<file path="src/rtl/jru_pkg.sv">
package jru_pkg;

    typedef enum logic [3:0] {
        JC_ALWAYS = 4'h0,
        JC_EQ     = 4'h1,
        JC_UGT    = 4'h2,
        JC_UGE    = 4'h3,
        JC_BITANY = 4'h4,
        JC_NE     = 4'h5,
        JC_SGT    = 4'h6,
        JC_SGE    = 4'h7,
        JC_CALL   = 4'h8,
        JC_EXIT   = 4'h9,
        JC_ULT    = 4'hA,
        JC_ULE    = 4'hB,
        JC_SLT    = 4'hC,
        JC_SLE    = 4'hD
    } jump_code_t;

    // Raw relations between the left (destination) and right operand.
    typedef struct packed {
        logic eq;
        logic ult;
        logic slt;
        logic any;
    } cmp_flags_t;

    // Outcome of one jump before it is registered.
    typedef struct packed {
        logic taken;
        logic call;
        logic exit;
    } jump_kind_t;

    function automatic logic cond_true(input logic [3:0] code, input cmp_flags_t f);
        logic r;
        case (jump_code_t'(code))
            JC_ALWAYS: r = 1'b1;
            JC_EQ:     r = f.eq;
            JC_NE:     r = !f.eq;
            JC_UGT:    r = !f.ult && !f.eq;
            JC_UGE:    r = !f.ult;
            JC_ULT:    r = f.ult;
            JC_ULE:    r = f.ult || f.eq;
            JC_SGT:    r = !f.slt && !f.eq;
            JC_SGE:    r = !f.slt;
            JC_SLT:    r = f.slt;
            JC_SLE:    r = f.slt || f.eq;
            JC_BITANY: r = f.any;
            default:   r = 1'b0;
        endcase
        return r;
    endfunction

endpackage

</file>
<file path="src/rtl/jru_operand_sel.sv">
module jru_operand_sel #(
    parameter int DATA_W = 64,
    parameter int IMM_W  = 32
) (
    input  logic              use_reg,
    input  logic [DATA_W-1:0] dst_val,
    input  logic [DATA_W-1:0] src_val,
    input  logic [IMM_W-1:0]  imm_val,
    output logic [DATA_W-1:0] opa,
    output logic [DATA_W-1:0] opb
);
    localparam int EXT_W = DATA_W - IMM_W;

    logic [DATA_W-1:0] imm_ext;

    always_comb begin
        imm_ext = {{EXT_W{imm_val[IMM_W-1]}}, imm_val};
        opa     = dst_val;
        opb     = use_reg ? src_val : imm_ext;
    end
endmodule

</file>
<file path="src/rtl/jru_lane_cmp.sv">
module jru_lane_cmp
    import jru_pkg::*;
#(
    parameter int W = 64
) (
    input  logic [W-1:0] a,
    input  logic [W-1:0] b,
    output cmp_flags_t   flags
);
    always_comb begin
        flags.eq  = (a == b);
        flags.ult = (a < b);
        flags.slt = ($signed(a) < $signed(b));
        flags.any = |(a & b);
    end
endmodule

</file>
<file path="src/rtl/jru_target.sv">
module jru_target
    import jru_pkg::*;
#(
    parameter int PC_W       = 64,
    parameter int OFF_W      = 16,
    parameter int SLOT_BYTES = 8
) (
    input  logic [3:0]      code,
    input  cmp_flags_t      flags,
    input  logic [PC_W-1:0] pc,
    input  logic [OFF_W-1:0] off,
    output jump_kind_t      kind,
    output logic [PC_W-1:0] nxt
);
    localparam int SLOT_SHIFT = $clog2(SLOT_BYTES);
    localparam int OEXT_W     = PC_W - OFF_W;

    logic [PC_W-1:0] slots;
    logic [PC_W-1:0] jump_pc;
    logic [PC_W-1:0] fall_pc;

    always_comb begin
        slots      = {{OEXT_W{off[OFF_W-1]}}, off} + PC_W'(1);
        jump_pc    = pc + (slots << SLOT_SHIFT);
        fall_pc    = pc + PC_W'(SLOT_BYTES);
        kind.call  = (code == 4'(JC_CALL));
        kind.exit  = (code == 4'(JC_EXIT));
        kind.taken = cond_true(code, flags);
        if (kind.call || kind.exit) nxt = pc;
        else if (kind.taken)        nxt = jump_pc;
        else                        nxt = fall_pc;
    end
endmodule

</file>
<file path="src/rtl/jump_resolve_unit.sv">
module jump_resolve_unit
    import jru_pkg::*;
#(
    parameter int DATA_W     = 64,
    parameter int IMM_W      = 32,
    parameter int OFF_W      = 16,
    parameter int PC_W       = 64,
    parameter int SLOT_BYTES = 8
) (
    input  logic              clk,
    input  logic              rst,
    input  logic              issue_valid,
    input  logic [3:0]        jump_code,
    input  logic              cmp_narrow,
    input  logic              use_reg,
    input  logic [DATA_W-1:0] dst_val,
    input  logic [DATA_W-1:0] src_val,
    input  logic [IMM_W-1:0]  imm_val,
    input  logic [OFF_W-1:0]  branch_off,
    input  logic [PC_W-1:0]   cur_pc,
    output logic              res_valid,
    output logic              br_taken,
    output logic [PC_W-1:0]   next_pc,
    output logic              call_strobe,
    output logic              exit_strobe
);
    localparam int LANES = 2;   // lane 0: full width, lane 1: half width

    logic [DATA_W-1:0] opa;
    logic [DATA_W-1:0] opb;
    cmp_flags_t        lane_flags [LANES];
    cmp_flags_t        use_flags;
    jump_kind_t        kind_c;
    logic [PC_W-1:0]   nxt_c;

    jru_operand_sel #(.DATA_W(DATA_W), .IMM_W(IMM_W)) u_opsel (
        .use_reg (use_reg),
        .dst_val (dst_val),
        .src_val (src_val),
        .imm_val (imm_val),
        .opa     (opa),
        .opb     (opb)
    );

    for (genvar g = 0; g < LANES; g++) begin : g_lane
        localparam int LW = DATA_W >> g;
        jru_lane_cmp #(.W(LW)) u_cmp (
            .a     (opa[LW-1:0]),
            .b     (opb[LW-1:0]),
            .flags (lane_flags[g])
        );
    end

    always_comb use_flags = cmp_narrow ? lane_flags[1] : lane_flags[0];

    jru_target #(.PC_W(PC_W), .OFF_W(OFF_W), .SLOT_BYTES(SLOT_BYTES)) u_tgt (
        .code  (jump_code),
        .flags (use_flags),
        .pc    (cur_pc),
        .off   (branch_off),
        .kind  (kind_c),
        .nxt   (nxt_c)
    );

    always_ff @(posedge clk) begin
        if (rst) begin
            res_valid   <= 1'b0;
            br_taken    <= 1'b0;
            call_strobe <= 1'b0;
            exit_strobe <= 1'b0;
            next_pc     <= '0;
        end else begin
            res_valid   <= issue_valid;
            br_taken    <= issue_valid && kind_c.taken;
            call_strobe <= issue_valid && kind_c.call;
            exit_strobe <= issue_valid && kind_c.exit;
            if (issue_valid) next_pc <= nxt_c;
        end
    end

    // outcomes are mutually exclusive
    assert_outcome_exclusive_R7: assert property (@(posedge clk) disable iff (rst)
        $onehot0({br_taken, call_strobe, exit_strobe}));

    // nothing is signalled without a fresh result
    assert_idle_quiet_R11: assert property (@(posedge clk) disable iff (rst)
        !res_valid |-> (!br_taken && !call_strobe && !exit_strobe));

    // a result follows an issue by one cycle
    assert_result_latency_R11: assert property (@(posedge clk) disable iff (rst)
        issue_valid |=> res_valid);

    // call strobe only for a call code issued one cycle earlier
    assert_call_source_R7: assert property (@(posedge clk) disable iff (rst)
        call_strobe |-> ($past(issue_valid) && $past(jump_code) == 4'(JC_CALL)));

    // call and exit leave the program counter at the jump itself
    assert_strobe_pc_R7: assert property (@(posedge clk) disable iff (rst)
        (call_strobe || exit_strobe) |-> next_pc == $past(cur_pc));

    // unconditional code always taken
    assert_always_taken_R1: assert property (@(posedge clk) disable iff (rst)
        (res_valid && $past(jump_code) == 4'(JC_ALWAYS)) |-> br_taken);

    // fall-through steps one slot
    assert_fallthrough_R9: assert property (@(posedge clk) disable iff (rst)
        (res_valid && !br_taken && !call_strobe && !exit_strobe)
            |-> next_pc == $past(cur_pc) + PC_W'(SLOT_BYTES));
endmodule

</file>
<file path="config.mk">
export PLATFORM = sky130hd
export DESIGN_NAME = jump_resolve_unit
export DESIGN_NICKNAME = d
export VERILOG_FILES = /design/src/rtl/jru_pkg.sv /design/src/rtl/jru_operand_sel.sv /design/src/rtl/jru_lane_cmp.sv /design/src/rtl/jru_target.sv /design/src/rtl/jump_resolve_unit.sv
export SDC_FILE = /design/constraint.sdc
export NUM_CORES = 1
export LEC_CHECK = 0
export ABC_AREA = 0
export ABC_CLOCK_PERIOD_IN_PS = 7800
export BUFFER_PORTS_ARGS = -buffer_cell sky130_fd_sc_hd__buf_4
export CAP_MARGIN = 30
export CORE_MARGIN = 8
export CORE_UTILIZATION = 48
export CTS_CLUSTER_SIZE = 25
export DETAILED_ROUTE_END_ITERATION = 12
export GPL_ROUTABILITY_DRIVEN = 0
export GPL_TIMING_DRIVEN = 0
export PLACE_DENSITY = 0.79
export SYNTH_ARGS = -nofsm -noshare
export SYNTH_HDL_FRONTEND = slang
export SYNTH_SLANG_ARGS = --single-unit
export TNS_END_PERCENT = 20
</file>
<file path="constraint.sdc">
create_clock -name clk -period 7.8 [get_ports clk]
set_input_delay 1.17 -clock clk [delete_from_list [all_inputs] [get_ports clk]]
set_output_delay 1.17 -clock clk [all_outputs]
set_load 0.02 [all_outputs]
</file>
==> impl_metrics.yaml <==
worst_setup_path:
  cp_slowest_cell: "nor4b_2"
  r2r_cells: 4
  rr_endpoint: "next_pc[48]"
  max_stage_delay_ns: 0.42
  crit_fanout: 10
  cp_num_buf_inv: 5
  r2r_setup_slack_ns: 6.91
  required_ns: 8.06
  crit_type: "in2reg"
  path_common_cell: "a21oi_1"
  worst_setup_path_end_kind: "flip-flop"
  cp.arrival_ns: 7.97
  cp_top_family: "compound AO/OA/AOI/OAI gates"
  start_kind: "input pin"
  r2r-start: "next_pc[48]"
hold_path:
  whs_endpoint: "next_pc[57]"
  hold_class: "reg2reg"
  min_path_cells: 2
  hp-start: "next_pc[57]"
synth:
  synth_warnings: 0
  synth-seq-cells: 68
  synth_area_leaders: "ha_1, dfxtp_1, a21oi_1"
  ys_seq_area_share_pct: 13.9
  ys_async_sr_fraction_pct: 0
  syn-num-nets: 1743
  yosysTopAreaCellShare_pct: 24.1
  synth-edff-count: 0
  yosysTopAreaCell: "ha_1"
  syn_area_sq_um: 9810
  syn_area_per_cell_sq_um: 7.52
  ys_types: 81
  synth_ff_type: "dfxtp_1"
  syn_inst: 1304
cts:
  cts_tree: "done"
  path_clk_slew_ns: 0.05
  root_buffer: "clkbuf_16"
  htreeDepth: 3
  clk_latency_ns: 0.35
  clkSinkCount: 68
  cts_buffer_depth: 2
  hold_buffers: 0
  cts_buffers: 9
pwr:
  powerDensity_nw_per_um2: 135
  ir_drop_mv: 0.149
  leakagePower_nw: 6.57
global_route:
  grt_first_pass_wirelength_microns: 58400
  globalRouteMet1Util_pct: 34.1
  top_usage_layer: "met2"
  grt_max_degree: 23
  track_usage_pct: 28.1
  antenna_found_initial: 0
  met2_usage_pct: 48.2
  overflow: 0
  grt_pass1_vias: 11200
  use_met3_pct: 5.84
placed_design:
  dpl.hpwl_microns: 30100
  dp_slack_ns: -1.76
  port_buffers: 315
  place_area_sq_um: 12500
  dp.cells: 1889
final_layout:
  num-fill-cells: 1785
  multi_input_area_sq_um: 7990
  final_cell_mix: "buf_4, ha_1, nand2_1"
  stdcell_area_sq_um: 13000
  area_growth_pct: 32.8
  drive_gt1_share_pct: 24.1
  stdcell_count: 1916
  final_nets: 2080
  layout_commonest_cell: "buf_4"
  insertedDiodeCount: 0
  seqCellArea_sq_um: 1360
timing:
  max_clock_freq_mhz: 130
  worst_slew_pin_slew_ns: 0.756
  fin_worst_skew_ns: 0
  period_minus_slack_ns: 7.71
  relSlewSlack_pct: 49.6
  fin_ws_ns: 0.0867
  setup_violations: 0
  hold_viol: 0
  holdWs_ns: 0.484
  drv_slew: 0
  final.period_utilization_pct: 98.9
  setup-tns-final_ns: 0
route:
  vias: 11300
  firstDrtPassIters: 5
  wl_per_cell_microns: 19.5
  viasPerCell: 5.88
  postRouteAntennaNets: 0
  detail_route.iter0.violations: 936
  wl_microns: 37300
  drcViolationCount: 0
job:
  cap_violations: 0
floorplan:
  coreArea_sq_um: 20200
  rows: 52
  initial_core_util_pct: 48.6
  die_w_microns: 159
  fp.dieH_microns: 159
  die_area_sq_um: 25300
  ios: 317
run_status:
  status: "finished clean"
## Yosys cell counts, drive strengths merged (23+ instances only)
cell / count
xor2: 23
a21o: 34
xnor2: 45
inv: 85
clkbuf: 47
nor2: 123
nand2: 150
nor3: 23
ha: 189
mux2i: 43
a311oi: 38
o21ai: 59
a21oi: 124
nand4: 25
dfxtp: 68
## cell type report
type | instances | share of cell area [%]
multi-input combinational | 1090 | 61.3
timing repair buffer | 324 | 18.7
sequential | 68 | 10.4
tap | 270 | 2.59
inverter | 85 | 2.48
buffer | 61 | 2.10
clock buffer | 12 | 1.89
clock inverter | 4 | 0.375
timing repair inverter | 2 | 0.115
## how the worst max path moves through the flow
stage / start / endpoint / slack [ns] / cells past startpoint
2_1_floorplan: use_reg / next_pc[53] / 0.12 / 27
3_3_place_gp: use_reg / next_pc[53] / -1.63 / 28
3_5_place_dp: use_reg / next_pc[53] / -1.76 / 28
4_1_cts: use_reg / next_pc[60] / 0.05 / 31
5_1_grt: use_reg / next_pc[53] / -0.23 / 31
6_report: use_reg / next_pc[53] / 0.09 / 29
## report_power, final
| part | switching (mW) | internal, mW | total (mW) |
|---|---|---|---|
| Sequential | 0.0243 | 0.384 | 0.408 |
| Combinational | 0.522 | 0.410 | 0.933 |
| Clock | 0.162 | 0.256 | 0.418 |
| Total | 0.709 | 1.05 | 1.76 |
## routing by layer
metal | vias up | share of wire [%]
met2 | 533 | 47
met1 | 5251 | 42
li1 | 5373 | -
met4 | 0 | 3.9
met5 | - | 0
met3 | 111 | 7.3
## logic make-up (layout without fill, tap and decap cells)
kind of cell,count (synthesis),in the layout,synth area share [%]
AOI/OAI and AO/OA,358,358,24.6
and+or+nand+nor,430,430,20.8
xor gates and xnor gates,68,68,6.07
buffers and inverters,146,488,5.78
muxes,44,44,4.50
DFF,68,68,13.9
adders and majority gates,190,190,24.3
## worst reg2reg max path, delay by kind of cell, from the launching register on
kind,cells,cell delay [ns]
simple gates,1,0.17
compound gates,2,0.24
flops,1,0.34
mux,1,0.08
## flip-flops by register name, summed over array words and instances, names as in the netlist
signal       flops
br_taken         1
res_valid        1
exit_strobe      1
next_pc         64
call_strobe      1
## timing repair
| action | in CTS | in global routing |
|---|---|---|
| pin swaps | 2 | 6 |
| endpoints found under the setup margin | 38 | 22 |
| buffers inserted | 4 | 5 |
| resized for setup | 18 | 21 |
| cloned | 2 | 0 |
## metrics by stage
stage | power, mW | utilization, %
3_5_place_dp | 1.30 | 62.1
3_3_place_gp | 1.28 | 62.1
5_1_grt | 1.87 | 64.6
6_report | 1.76 | 64.6
4_1_cts | 1.73 | 63.9
2_1_floorplan | 0.980 | -
No activity file was read; power rests on OpenSTA's default activity.
